==> src/rtl/thr_pkg.sv <==
package thr_pkg;
    localparam int CODE_N = 21;
    localparam int CHK_J  = 5;
    localparam int OTH_M  = CHK_J - 1;

    // perfect difference set modulo CODE_N
    function automatic int dset(input int i);
        case (i)
            0:       return 0;
            1:       return 1;
            2:       return 4;
            3:       return 14;
            default: return 16;
        endcase
    endfunction

    // rotation offset of the m-th other symbol of check i
    function automatic int tap_off(input int i, input int m);
        int e;
        e = (m < i) ? m : m + 1;
        return (dset(e) - dset(i) + CODE_N) % CODE_N;
    endfunction
endpackage

==> src/rtl/thr_addmin.sv <==
module thr_addmin #(
    parameter int N_IN  = 4,
    parameter int MAG_W = 4
) (
    input  logic [N_IN*MAG_W-1:0] mag_in,
    input  logic [N_IN-1:0]       hard_in,
    output logic signed [MAG_W:0] w_out
);
    logic [MAG_W-1:0] mn;
    logic             par;

    always_comb begin
        mn = mag_in[MAG_W-1:0];
        for (int k = 1; k < N_IN; k++) begin
            if (mag_in[k*MAG_W +: MAG_W] < mn) mn = mag_in[k*MAG_W +: MAG_W];
        end
        par   = ^hard_in;
        w_out = par ? -$signed({1'b0, mn}) : $signed({1'b0, mn});
    end
endmodule

==> src/rtl/thr_sat_sum.sv <==
module thr_sat_sum #(
    parameter int N_IN  = 5,
    parameter int IN_W  = 5,
    parameter int OUT_W = 7
) (
    input  logic [N_IN*IN_W-1:0]     terms,
    output logic signed [OUT_W-1:0]  sum_out
);
    localparam int RAW_W = IN_W + $clog2(N_IN) + 1;
    localparam int ACC_W = (RAW_W > OUT_W + 1) ? RAW_W : OUT_W + 1;
    localparam logic signed [ACC_W-1:0] HI = ACC_W'((2 ** (OUT_W - 1)) - 1);
    localparam logic signed [ACC_W-1:0] LO = -HI - ACC_W'(1);

    logic signed [ACC_W-1:0] acc;

    always_comb begin
        acc = '0;
        for (int k = 0; k < N_IN; k++) begin
            acc = acc + ACC_W'($signed(terms[k*IN_W +: IN_W]));
        end
        if (acc > HI)      sum_out = OUT_W'(HI);
        else if (acc < LO) sum_out = OUT_W'(LO);
        else               sum_out = OUT_W'(acc);
    end
endmodule

==> src/rtl/thr_scale.sv <==
module thr_scale #(
    parameter int MAG_W = 4,
    parameter int SCL_W = 3,
    parameter int PRD_W = MAG_W + SCL_W + 1
) (
    input  logic [MAG_W-1:0]        mag,
    input  logic                    neg,
    input  logic [SCL_W-1:0]        factor,
    output logic signed [PRD_W-1:0] prod
);
    logic [PRD_W-1:0] part [SCL_W];
    logic [PRD_W-1:0] acc;

    for (genvar g = 0; g < SCL_W; g++) begin : g_pp
        assign part[g] = factor[g] ? (PRD_W'(mag) << g) : '0;
    end

    always_comb begin
        acc = '0;
        for (int g = 0; g < SCL_W; g++) acc = acc + part[g];
        prod = neg ? -$signed(acc) : $signed(acc);
    end
endmodule

==> src/rtl/thr_app_decoder.sv <==
module thr_app_decoder
    import thr_pkg::*;
#(
    parameter int Q_W   = 5,
    parameter int SCL_W = 3,
    parameter int EXT_W = 7,
    localparam int MAG_W = Q_W - 1,
    localparam int W_W   = MAG_W + 1,
    localparam int PRD_W = MAG_W + SCL_W + 1,
    localparam int LLR_W = ((PRD_W > EXT_W) ? PRD_W : EXT_W) + 1,
    localparam int CNT_W = $clog2(CODE_N)
) (
    input  logic                     clk,
    input  logic                     rst_n,
    input  logic                     start,
    input  logic [CODE_N*Q_W-1:0]    word_in,
    input  logic [SCL_W-1:0]         scale,
    output logic                     busy,
    output logic                     out_valid,
    output logic [CNT_W-1:0]         out_idx,
    output logic signed [LLR_W-1:0]  llr_out,
    output logic signed [EXT_W-1:0]  ext_out,
    output logic                     dec_out
);
    typedef logic [Q_W-1:0] sym_t;

    typedef struct packed {
        logic                     busy;
        logic [CNT_W-1:0]         cnt;
        sym_t [CODE_N-1:0]        sbuf;
        logic [SCL_W-1:0]         scl;
        logic                     vld;
        logic [CNT_W-1:0]         idx;
        logic signed [LLR_W-1:0]  llr;
        logic signed [EXT_W-1:0]  ext;
        logic                     dec;
    } dec_state_t;

    dec_state_t r_d, r_q;

    logic [CHK_J*W_W-1:0]      w_flat;
    logic signed [EXT_W-1:0]   ext_w;
    logic signed [PRD_W-1:0]   chan_w;
    logic signed [LLR_W-1:0]   llr_w;

    // the bit under decode always sits at position 0; taps are fixed offsets
    for (genvar i = 0; i < CHK_J; i++) begin : g_chk
        logic [OTH_M*MAG_W-1:0] mags;
        logic [OTH_M-1:0]       hards;
        for (genvar m = 0; m < OTH_M; m++) begin : g_tap
            localparam int P = tap_off(i, m);
            assign mags[m*MAG_W +: MAG_W] = r_q.sbuf[P][MAG_W-1:0];
            assign hards[m]               = r_q.sbuf[P][Q_W-1];
        end
        thr_addmin #(.N_IN(OTH_M), .MAG_W(MAG_W)) u_min (
            .mag_in  (mags),
            .hard_in (hards),
            .w_out   (w_flat[i*W_W +: W_W])
        );
    end

    thr_sat_sum #(.N_IN(CHK_J), .IN_W(W_W), .OUT_W(EXT_W)) u_sum (
        .terms   (w_flat),
        .sum_out (ext_w)
    );

    thr_scale #(.MAG_W(MAG_W), .SCL_W(SCL_W), .PRD_W(PRD_W)) u_scl (
        .mag    (r_q.sbuf[0][MAG_W-1:0]),
        .neg    (r_q.sbuf[0][Q_W-1]),
        .factor (r_q.scl),
        .prod   (chan_w)
    );

    assign llr_w = LLR_W'(chan_w) + LLR_W'(ext_w);

    always_comb begin
        r_d     = r_q;
        r_d.vld = 1'b0;
        if (!r_q.busy) begin
            if (start) begin
                r_d.busy = 1'b1;
                r_d.cnt  = '0;
                r_d.sbuf = word_in;
                r_d.scl  = scale;
            end
        end else begin
            r_d.vld  = 1'b1;
            r_d.idx  = r_q.cnt;
            r_d.llr  = llr_w;
            r_d.ext  = ext_w;
            r_d.dec  = llr_w[LLR_W-1];
            r_d.sbuf = {r_q.sbuf[0], r_q.sbuf[CODE_N-1:1]};
            r_d.cnt  = r_q.cnt + CNT_W'(1);
            if (r_q.cnt == CNT_W'(CODE_N - 1)) r_d.busy = 1'b0;
        end
    end

    always_ff @(posedge clk) begin
        if (!rst_n) r_q <= '0;
        else        r_q <= r_d;
    end

    assign busy      = r_q.busy;
    assign out_valid = r_q.vld;
    assign out_idx   = r_q.idx;
    assign llr_out   = r_q.llr;
    assign ext_out   = r_q.ext;
    assign dec_out   = r_q.dec;

    a_r2_first_bit: assert property (@(posedge clk) disable iff (!rst_n)
        $rose(busy) |=> out_valid && out_idx == '0);

    a_r2_idx_steps: assert property (@(posedge clk) disable iff (!rst_n)
        out_valid && $past(out_valid) |-> out_idx == CNT_W'($past(out_idx) + CNT_W'(1)));

    a_r2_stream: assert property (@(posedge clk) disable iff (!rst_n)
        busy && $past(busy) |-> out_valid);

    a_r3_no_restart: assert property (@(posedge clk) disable iff (!rst_n)
        busy && out_valid |=> out_valid && out_idx != '0);

    a_r9_last_bit: assert property (@(posedge clk) disable iff (!rst_n)
        $fell(busy) |-> out_valid && out_idx == CNT_W'(CODE_N - 1));
endmodule

==> config.mk <==
export PLATFORM = sky130hd
export DESIGN_NAME = thr_app_decoder
export DESIGN_NICKNAME = d
export VERILOG_FILES = /design/src/rtl/thr_pkg.sv /design/src/rtl/thr_addmin.sv /design/src/rtl/thr_sat_sum.sv /design/src/rtl/thr_scale.sv /design/src/rtl/thr_app_decoder.sv
export SDC_FILE = /design/constraint.sdc
export NUM_CORES = 1
export LEC_CHECK = 0
export ABC_CLOCK_PERIOD_IN_PS = 27400
export BUFFER_PORTS_ARGS = -buffer_cell sky130_fd_sc_hd__buf_2
export CAP_MARGIN = 20
export CELL_PAD_IN_SITES_DETAIL_PLACEMENT = 0
export CELL_PAD_IN_SITES_GLOBAL_PLACEMENT = 2
export CORE_UTILIZATION = 39
export CTS_BUF_LIST = sky130_fd_sc_hd__clkbuf_16
export DETAILED_ROUTE_END_ITERATION = 6
export GPL_TIMING_DRIVEN = 0
export PLACE_DENSITY_LB_ADDON = 0.1
export RECOVER_POWER = 25
export SYNTH_ARGS = -nofsm -noshare
export SYNTH_HDL_FRONTEND = slang
export SYNTH_HIERARCHICAL = 1
export SYNTH_SLANG_ARGS = --single-unit
==> constraint.sdc <==
create_clock -name clk -period 27.4 [get_ports clk]
set_clock_uncertainty 0.2 [all_clocks]
set_input_delay 5.48 -clock clk [delete_from_list [all_inputs] [get_ports clk]]
set_output_delay 5.48 -clock clk [all_outputs]
set_load 0.05 [all_outputs]
==> flow_summary_export.csv <==
group,metric,value,unit
status,status,"completed",
floorplan,die_w,175.9,um
logic_synthesis,synth_top_family_by_area,"compound AO/OA/AOI/OAI gates",
power,power_frac_seq,0.185,
placed_design,port_buffers,133,
detailed_routing,dr_wl_met3,1.394,mm
floorplan,die_area,30950,um^2
detailed_routing,final_antenna_net_count,0,
logic_synthesis,ys_seq_area_frac,0.2308,
logic_synthesis,synth-edff-count,0,
worst_hold_path,min_path_type,"reg2reg",
worst_hold_path,hold_depth,2,
critical_path,endpoint_kind,"flop",
global_route,grt_max_degree,17,
logic_synthesis,synth_compound_area_frac,0.2049,
clock_network,post_cts_resized,0,
global_route,antenna_found_initial,6,
clock_network,post-cts-setup-buffer-count,0,
critical_path,arrival,10.71,ns
critical_path,slowest_stage,"dfxtp_1",
critical_path,reg2regPathDepth,44,
power,power_switching,0.6065,mW
cells_and_area,seq_area,2723,um^2
critical_path,crit_buf_inv,4,
logic_synthesis,synth-main-ff-cell,"dfxtp_1",
detailed_routing,route.detailed.drc,0,
critical_path,crit_required,27.52,ns
critical_path,crit_path_max_fanout,7,
power,power_frac_clock,0.182,
clock_network,clock_path_buffers,2,
floorplan,row_count,63,
logic_synthesis,synth.mux.area_fraction,0.1327,
critical_path,reg2reg_to,"llr_out[7]$_SDFFE_PN0P_",
cells_and_area,fin_area,13530,um^2
power,power_leakage,6.078,nW
detailed_routing,viasPerCell,5.308,
logic_synthesis,synth-seq-cells,136,
timing,period_share,0.3866,
power,p_int,0.6817,mW
power,combinationalPowerShare,0.633,
timing,hold_viol,0,
clock_network,clock_latency,0.43,ns
clock_network,clkTransAtPathRegs,0.07,ns
detailed_routing,firstDrtPassIters,5,
floorplan,io_pins,135,
floorplan,coreArea,29720,um^2
critical_path,critical_path_class,"reg2reg",
detailed_routing,first_iter_violations,439,
cells_and_area,nets,1774,
logic_synthesis,netlist_area,11800,um^2
global_route,grt_usage,0.2261,
worst_hold_path,hold_end,"llr_out[6]$_SDFFE_PN0P_",
placed_design,hpwl,27.02,mm
logic_synthesis,synth.net_count,1622,
logic_synthesis,synthAdderAreaFrac,0.1241,
timing,min_period,10.59,ns
placed_design,placed_cell_area,12950,um^2
clock_network,clock_tree.root_cell,"clkbuf_16",
logic_synthesis,synth_xor_area_frac,0.03468,
clock_network,postCtsHoldBufs,0,
timing,finalSetupViolCount,0,
critical_path,slowest_delay,0.53,ns
clock_network,cts.sinks,136,
clock_network,htreeDepth,4,
floorplan,start_util,0.3970,
detailed_routing,wl,34.28,mm
timing,slew_viol_final,0,
floorplan,fp.dieH,175.9,um
critical_path,r2r_setup_slack,16.81,ns
placed_design,place.gp.congestion,0.8407,
global_route,grt_pass1_vias,10010,
detailed_routing,vias,10400,
logic_synthesis,synth.distinct_cells,59,
cells_and_area,drive_above_1_share,0.1684,
cells_and_area,area_growth,14.68,%
timing,rsz0062_at_grt,"no",
power,swShare,0.4708,
logic_synthesis,yosysWarningCount,6,
critical_path,reg2reg_from,"g_chk[1].mags[1]$_SDFFE_PN0P_",
run,max_cap_violations,0,
critical_path,cpLargestDelayFamily,"compound AO/OA/AOI/OAI gates",
logic_synthesis,syn_avg_cell_area,8.410,um^2
critical_path,crit_path_frequent_cell,"ha_1",
detailed_routing,avgRoutedWirePerCell,17.49,um
detailed_routing,met2WireLength,15.38,mm
detailed_routing,met1_length,16.78,mm
timing,setup_tns,0,ns
cells_and_area,fin_util,0.4553,
timing,worstMarginPinSlew,0.9022,ns
timing,relSlewSlack,0.3985,
power,power,1.288,mW
logic_synthesis,netlist_instances,1403,
global_route,grt_pass1_wl,54.53,mm
power,irDropWorstVdd,0.00008057,V
cells_and_area,multiInputGateArea,8087,um^2
clock_network,cts_made_buffers,17,
worst_hold_path,hp-start,"llr_out[6]$_SDFFE_PN0P_",
timing,max_freq,0.09440,GHz
global_route,grt_overflow,0,
cells_and_area,fill_cells,3001,
detailed_routing,topRoutingLayerUsed,"met5",
logic_synthesis,ys_async_sr_fraction,0,
critical_path,startpoint_type,"flop",
power,powerDensity,95.21,nW/um^2
logic_synthesis,synthSimpleGateAreaFrac,0.1891,
clock_network,cts_tree,"yes",
sequential cells by signal, indices dropped and copies added (netlist names):
name,count
busy,1
ext_out,7
g_chk.hards,20
g_chk.mags,80
llr_out,9
out_idx,5
out_valid,1
r_q,13
cell usage in the layout (no fill, tap or decap), types with 7 or more instances in the layout:
master	instances
a2111oi_2	10
a211oi_1	27
a21o_1	21
a21oi_1	54
and2_0	10
and2_1	107
buf_12	11
buf_2	153
buf_4	25
clkbuf_1	18
clkbuf_16	17
dfxtp_1	136
fa_1	15
ha_1	93
inv_1	105
mux2i_1	153
nand2_1	136
nand2b_1	16
nand3b_1	12
nor2_1	52
nor2b_1	35
nor3_1	9
nor3b_1	7
o211a_1	7
o211ai_1	12
o21ai_0	27
o21ai_1	107
o21bai_1	7
o221ai_1	11
o22ai_1	11
o31ai_1	12
xnor2_1	34
xor2_1	9
routing by layer:
layer / up-vias / track usage
met5: - / 0
met4: 2 / 0.07174
met3: 34 / 0.03639
met2: 197 / 0.3613
met1: 4917 / 0.3094
li1: 5253 / -
worst max-delay path by stage:
stage                                             start                      end  slack, ns  cells past startpoint
after global placement    g_chk[1].mags[1]$_SDFFE_PN0P_  llr_out[7]$_SDFFE_PN0P_      16.86                     43
after global routing      g_chk[1].mags[1]$_SDFFE_PN0P_  llr_out[7]$_SDFFE_PN0P_      15.97                     43
final                     g_chk[1].mags[1]$_SDFFE_PN0P_  llr_out[7]$_SDFFE_PN0P_      16.81                     44
after CTS                 g_chk[1].mags[1]$_SDFFE_PN0P_  llr_out[7]$_SDFFE_PN0P_      16.77                     44
after floorplan           g_chk[0].mags[1]$_SDFFE_PN0P_  llr_out[7]$_SDFFE_PN0P_      18.32                     43
after detailed placement  g_chk[1].mags[1]$_SDFFE_PN0P_  llr_out[7]$_SDFFE_PN0P_      16.80                     44
Yosys cell counts (all sizes together), types with 6 or more instances:
| cell | number | area [um^2] |
|---|---|---|
| o22ai | 11 | 68.82 |
| o21ai | 140 | 723.2 |
| a31oi | 6 | 37.54 |
| o311ai | 10 | 87.58 |
| and2 | 117 | 732.0 |
| a21o | 22 | 166.4 |
| a2111oi | 10 | 150.1 |
| ha | 93 | 1164 |
| or2 | 6 | 40.04 |
| o31ai | 12 | 90.09 |
| nor2b | 35 | 219.0 |
| nor2 | 52 | 195.2 |
| inv | 103 | 386.6 |
| a211oi | 29 | 227.7 |
| clkbuf | 17 | 65.06 |
| o211a | 7 | 70.07 |
| o221ai | 11 | 96.34 |
| nor3b | 7 | 52.55 |
| o211ai | 12 | 90.09 |
| a21oi | 55 | 279.0 |
| dfxtp | 136 | 2723 |
| nand2b | 16 | 100.1 |
| o21bai | 7 | 52.55 |
| nor3 | 9 | 45.04 |
| nand3b | 12 | 90.09 |
| fa | 15 | 300.3 |
| xnor2 | 36 | 330.3 |
| o2111ai | 6 | 52.55 |
| mux2i | 153 | 1531 |
| buf | 59 | 538.0 |
| nand2 | 136 | 510.5 |
| o31a | 6 | 52.55 |
| xor2 | 9 | 78.83 |
worst register-to-register path: cells and delay by family, from the launching register on:
kind            cells  cell delay (ns)
compound gates     19             3.72
fa+ha+maj          10             3.45
mux                 4             1.19
simple gates        6             0.96
flops               1             0.53
buf+inv             4             0.37
xor+xnor            1             0.10
power groups by stage:
stage	clock network (mW)	logic (mW)	registers, mW
after floorplan	0	0.625	0.236
after global placement	0	0.806	0.243
after detailed placement	0	0.806	0.243
after CTS	0.241	0.815	0.239
after global routing	0.249	0.911	0.242
final	0.235	0.815	0.238
stage by stage:
| stage | hold WS [ns] | worst slack (ns) | instances |
|---|---|---|---|
| 2_1_floorplan | 0.2465 | 18.32 | 1403 |
| 3_3_place_gp | 0.2608 | 16.86 | 1926 |
| 3_5_place_dp | 0.2683 | 16.80 | 1926 |
| 5_1_grt | 0.2967 | 15.97 | 1959 |
| 6_report | 0.2729 | 16.81 | 1960 |
| 4_1_cts | 0.2794 | 16.77 | 1958 |
logic make-up (layout without fill, tap and decap cells):
group	count (synthesis)	count (layout)
AND/OR/NAND/NOR	417	417
AO/OA/AOI/OAI	362	362
buffers and inverters	179	344
multiplexers	156	156
flip-flops	136	136
adder cells (fa/ha/maj)	108	108
XOR/XNOR	45	45
other	0	2
cell type report:
class	count	share of cell area
inverters	103	0.02857
multi-input cells	1088	0.5977
repair buffers	133	0.04920
flip-flops and latches	136	0.2012
well taps	390	0.03606
clock inverters	15	0.01128
diodes	2	0.0003699
plain buffers	76	0.04420
clock buffers	17	0.03144
(Power assumes the default switching activity.)
